File: src/rtl/tmr_cntclk_sel.sv
module tmr_cntclk_sel #(
  parameter int PRE_W = 13,
  parameter int LG_D4 = 2,
  parameter int LG_D5 = 6,
  parameter int LG_D6 = 8,
  parameter int LG_D7 = 13
) (
  input  logic       clk,
  input  logic       rst_n,
  input  logic       run,
  input  logic       ctl_wr,
  input  logic [7:0] ctl_wdata,
  input  logic       bit_wr,
  input  logic [2:0] bit_idx,
  input  logic       bit_val,
  input  logic       evt_in,
  output logic [7:0] ctl_rdata,
  output logic       cfg_err,
  output logic       cnt_en
);

  localparam int NTAP = 6;
  localparam int LG [NTAP] = '{0, 1, LG_D4, LG_D5, LG_D6, LG_D7};

  logic [2:0]       sel;
  logic [PRE_W-1:0] pre;
  logic             s1, s2, s3;
  logic [7:0]       src;

  wire       bit_low = (bit_idx < 3'd3);
  wire       wr_sel  = ctl_wr | (bit_wr & bit_low);
  wire [2:0] bmask   = 3'(3'd1 << bit_idx[1:0]);
  wire [2:0] bit_nxt = bit_val ? (sel | bmask) : (sel & ~bmask);

  logic unused_hi;
  assign unused_hi = &{1'b0, ctl_wdata[7:3]};

  always_ff @(posedge clk or negedge rst_n) begin
    if (!rst_n) begin
      sel     <= '0;
      cfg_err <= 1'b0;
    end else if (wr_sel) begin
      if (run)         cfg_err <= 1'b1;
      else if (ctl_wr) sel     <= ctl_wdata[2:0];
      else             sel     <= bit_nxt;
    end
  end

  always_ff @(posedge clk or negedge rst_n) begin
    if (!rst_n) pre <= '0;
    else        pre <= pre + 1'b1;
  end

  always_ff @(posedge clk or negedge rst_n) begin
    if (!rst_n) {s1, s2, s3} <= '0;
    else        {s1, s2, s3} <= {evt_in, s1, s2};
  end

  assign src[0] = ~s2 & s3;
  assign src[1] = s2 & ~s3;

  for (genvar i = 0; i < NTAP; i++) begin : g_tap
    localparam logic [PRE_W-1:0] MASK = PRE_W'((64'd1 << LG[i]) - 64'd1);
    assign src[i+2] = &(pre | ~MASK);
  end

  assign cnt_en    = src[sel];
  assign ctl_rdata = {5'b0, sel};

endmodule

File: config.mk
export PLATFORM = sky130hd
export DESIGN_NAME = tmr_cntclk_sel
export DESIGN_NICKNAME = d
export VERILOG_FILES = /design/src/rtl/tmr_cntclk_sel.sv
export SDC_FILE = /design/constraint.sdc
export NUM_CORES = 1
export LEC_CHECK = 0
export ABC_CLOCK_PERIOD_IN_PS = 5100
export BUFFER_PORTS_ARGS = -buffer_cell sky130_fd_sc_hd__buf_2
export CELL_PAD_IN_SITES_DETAIL_PLACEMENT = 0
export CELL_PAD_IN_SITES_GLOBAL_PLACEMENT = 2
export CORE_MARGIN = 5
export CORE_UTILIZATION = 35
export CTS_BUF_LIST = sky130_fd_sc_hd__clkbuf_8
export DETAILED_ROUTE_END_ITERATION = 12
export GPL_TIMING_DRIVEN = 0
export HOLD_SLACK_MARGIN = 0.15
export PLACE_DENSITY = 0.89
export SKIP_CTS_REPAIR_TIMING = 1
export SLEW_MARGIN = 20
export SYNTH_ARGS = -nofsm -noshare
export SYNTH_HDL_FRONTEND = slang
export SYNTH_SLANG_ARGS = --single-unit
File: constraint.sdc
create_clock -name clk -period 5.1 [get_ports clk]
set_clock_uncertainty 0.2 [all_clocks]
set_input_delay 1.275 -clock clk [delete_from_list [all_inputs] [get_ports clk]]
set_output_delay 1.275 -clock clk [all_outputs]
set_load 0.01 [all_outputs]
# After elaboration in Yosys (flattened, before gate mapping)
# Index checks and enable logic that the tools add are counted.
# Widths: inputs -> output; s select.
totals:
  elab_cells: 30
  out_inout_bits: 10
  in_bits: 18
  reg_bits: 20
op_classes:
  shift: 1
  reduce_logical: 6
  n_lt_le_gt_ge: 2
  mux: 4
  bitwise: 10
  n_addsub: 1
op_table:
  columns: ["cell", "count"]
  rows:
  - ["$add 13x1->13 const B", 1]
  - ["$reduce_and 13->1", 1]
  - ["$reduce_and 8->1", 1]
  - ["$mux 3", 2]
  - ["$reduce_and 2->1", 3]
  - ["$reduce_and 6->1", 1]
  - ["$lt 3x4->1 const B", 1]
  - ["$and 1x1->1", 3]
  - ["$and 3x3->3", 1]
  - ["$bmux 1 s3", 1]
  - ["$lt 3x2->1 const B", 1]
  - ["$not 1->1", 3]
  - ["$not 3->3", 1]
  - ["$or 3x3->3", 1]
  - ["$shl 1x2->3 const A", 1]
  - ["$mux 1", 1]
  - ["$or 1x1->1", 1]

# Logic depth before layout (Yosys ltp)
depth:
  depth_word: 5
  mapped_depth: 4
  depth_no_buf: 4

# Worst setup path after synthesis
# No wires, ideal clock.
synth_path:
  path_type: "flip-flop to output port"
  startpoint: "reg pre[0]"
  endpoint: "out cnt_en"
  path_buffers: 0
  arrival_ns: 1.130
  slack_ns: 2.495
  stages_incl_launch_ff: 5
  required_time_ns: 3.625
  cell_sequence: "dfrtp_1 > ha_1 > nand3_2 > nand2_1 > a41o_1"
synth_via:
  elab_chain_cells: 3
  elab_cells_between_ends: 6
  classes_between: "mux (2); reduce/logical (4)"
synth_lines:
  columns: ["element", "line_no", "text"]
  rows:
  - ["start, declared", "26", "logic [PRE_W-1:0] pre;"]
  - ["start signal, assigned", "51", "else pre <= pre + 1'b1;"]
  - ["$reduce_and 13->1 (tied with other cells)", "64", "assign src[i+2] = &(pre | ~MASK);"]
  - ["$bmux 1 s3 (*)", "67", "assign cnt_en = src[sel];"]
  - ["$mux 1 (not written as such) (*)", "67", null]
  - ["end, declared", "19", "output logic cnt_en"]
# Mark *: on every way between the ends. The rest lies on a longest branch, timed or not. The select of a mux whose other input is x is not followed.

# Final worst setup path
# Ends and elaborated chain as after synthesis.

==> qor.csv <==
stage,metric,value,unit
placed_design,PortBufs,17,
clock_network,Inserted Clock Buffers,3,
outcome,run status,completed,
power_and_ir_drop,Reg power frac,49.9,%
sta,fin crit period,3.084,ns
floorplanning,Core Region,2734,µm²
setup_path,Crit Path Max Fanout,5,
drt,DR vias/cell,4.589,
setup_path,Critical Path AT,1.61,ns
grt,first-pass GRT wire length,3022,µm
sta,Fmax achieved,0.3243,GHz
power_and_ir_drop,standby leakage power,0.5846,nW
clock_network,Clock Latency Late Sink,0.26,ns
yosys,Ys Warns,0,
clock_network,Clock Path Buffers,2,
yosys,synth top area cells,"dfrtp_1 50%, xnor2_1 5.3%, xor2_1 4.4%",
setup_path,Reg-to-Reg Start,pre[0],
finish,layout cells sized above 1,33.04,%
floorplanning,die area,4021,µm²
power_and_ir_drop,Power Total,344.1,µW
yosys,cell count after synthesis,90,
placed_design,DP Worst Slack,2.294,ns
hold_path,HP Class,reg2reg,
sta,Final period util,60.47,%
drt,TritonRoute pass-1 iters,3,
placed_design,DP HPWL,1308,µm
setup_path,Worst Path Required,3.62,ns
drt,WL final,1690,µm
power_and_ir_drop,pwr dens,288.6,nW/µm²
yosys,Commonest cells post-synth,"20 x dfrtp_1, 8 x inv_1, 8 x nand2_1",
sta,Setup Viol. Count Final,0,
yosys,post-synth top area share,50.13,%
setup_path,r2r endpoint,pre[10],
floorplanning,die height,63.41,µm
grt,pin count of the biggest net entering global routing,21,
clock_network,H-tree Lvls,1,
finish,layout overhead on the synthesized area,19.42,%
power_and_ir_drop,switching portion of total power,24.49,%
yosys,syn avg cell area,11.09,µm²
grt,vias in the first global route,686,
setup_path,Startpoint Class,flop,
power_and_ir_drop,Max VDD drop,0.0002776,V
sta,Slew Limit Fails,0,
sta,RSZ-0062 raised after global routing,no,
yosys,"Primary FF master, synth",dfrtp_1,
power_and_ir_drop,Clock power frac,35.0,%
power_and_ir_drop,Pint,259.8,µW
drt,drc violations,0,
power_and_ir_drop,Comb pwr share,15.1,%
yosys,Post-synth EDFFs,0,
clock_network,clock tree root buffer cell,clkbuf_8,
grt,GRT Overall Usage,9.712,%
sta,Setup TNS,0,ns
yosys,Synth Cell Area,998.5,µm²
floorplanning,row cnt,19,
clock_network,clock sinks,20,
clock_network,CTS tree,done,
clock_network,clock-pin slew on the worst setup and hold paths,0.07,ns
finish,Final nets,135,
hold_path,Hold Crit Depth,0,
setup_path,kind of critical path,reg2out,
power_and_ir_drop,Psw,84.27,µW
yosys,"count leader, synth",dfrtp_1,
yosys,#FFs+latches synth,20,
yosys,Post-synth ARST share,100.0,%
finish,# diodes,0,
hold_path,hold wc startpoint,s1,
setup_path,reg2reg setup slack,3.61,ns
setup_path,Crit. End Element,primary output,
floorplanning,I/O pins,28,
yosys,Synth area leader,dfrtp_1,
drt,DR vias,670,
yosys,count of cell types in the netlist,30,
placed_design,RD Place Congestion,0.6914,
grt,initial antenna violation count,0,
floorplanning,Die W,63.41,µm
job,max cap viols,0,
floorplanning,initial core utilization,36.52,%
yosys,"Seq/Total Area, Yosys",50.13,%
drt,drt first-iter violations,3,
sta,Final WS setup,2.016,ns
drt,Final ANT Viol Nets,0,
setup_path,Reg2Reg Depth,4,
drt,drt wl/cell,11.58,µm
hold_path,"Endpoint, Worst Hold",s2,
sta,Fin. Hold Viols,0,
grt,GR Overflow Total,0,
[per-stage QoR]
step | instance area, µm² | instances | hold slack (ns) | utilization (%)
after CTS | 1192 | 146 | 0.1737 | 43.62
after floorplan | 1013 | 94 | 0.1312 | -
final | 1192 | 146 | 0.1671 | 43.62
after global routing | 1192 | 146 | 0.1874 | 43.62
after global placement | 1137 | 142 | 0.1395 | 41.60
after detailed placement | 1137 | 142 | 0.1509 | 41.60
[critical path, cell delays in order (launching register included)]
cell     delay, ns
dfrtp_1       0.45
ha_1          0.31
nand3_2       0.14
nand2_1       0.07
a41o_1        0.24
buf_2         0.14
[cells in the final DEF (no fill, tap or decap), types with 2 or more instances in the layout]
cell type / Yosys / layout
xor2_1: 5 / 5
buf_2: 0 / 17
clkbuf_8: 0 / 4
nand3_1: 5 / 5
buf_4: 5 / 5
inv_1: 8 / 8
a21oi_1: 5 / 5
o21ai_0: 2 / 2
nor2_1: 2 / 2
nor3_2: 4 / 4
xnor2_1: 6 / 6
nand2_1: 8 / 8
mux2_4: 2 / 2
dfrtp_1: 20 / 20
conb_1: 1 / 5
[per-layer routing]
| metal | wire length, µm | GRT usage, % | up-vias |
|---|---|---|---|
| met5 | 0 | 0 | - |
| met4 | 45 | 6.234 | 0 |
| met3 | 126 | 3.908 | 4 |
| met2 | 741 | 13.32 | 21 |
| met1 | 776 | 12.44 | 305 |
| li1 | - | - | 340 |
[power groups by stage]
stage	clock network, mW	logic (mW)	registers (mW)
6_report	0.121	0.0518	0.172
5_1_grt	0.133	0.0587	0.173
4_1_cts	0.124	0.0529	0.172
3_5_place_dp	0	0.0527	0.175
3_3_place_gp	0	0.0519	0.175
2_1_floorplan	0	0.0293	0.176
[kinds of logic (layout without fill, tap and decap cells)]
logic type                 Yosys count  count (layout)  share of synthesized area [%]
DFF                                 20              20                          50.13
buffers and inverters               13              34                          6.767
other                                1               5                         0.3756
and+or+nand+nor                     29              29                          18.80
muxes                                3               3                          4.010
AOI/OAI and AO/OA                   12              12                          9.023
adders and majority gates            1               1                          1.253
xor gates and xnor gates            11              11                          9.649
[how the worst max path moves through the flow]
stage	startpoint	to	depth (start not counted)
after CTS	pre[0]	cnt_en	5
final	pre[0]	cnt_en	5
after global placement	pre[0]	cnt_en	5
after detailed placement	pre[0]	cnt_en	5
after global routing	pre[0]	cnt_en	5
after floorplan	pre[0]	cnt_en	4
[area by class of cell]
type / count / area, µm²
plain buffers: 5 / 37.54
clock buffers: 4 / 55.05
fillers: 269 / 1541
inverters: 8 / 30.03
multi-input cells: 61 / 445.4
flip-flops and latches: 20 / 500.5
well taps: 31 / 38.79
repair buffers: 17 / 85.08
No activity file was read; power rests on OpenSTA's default activity.
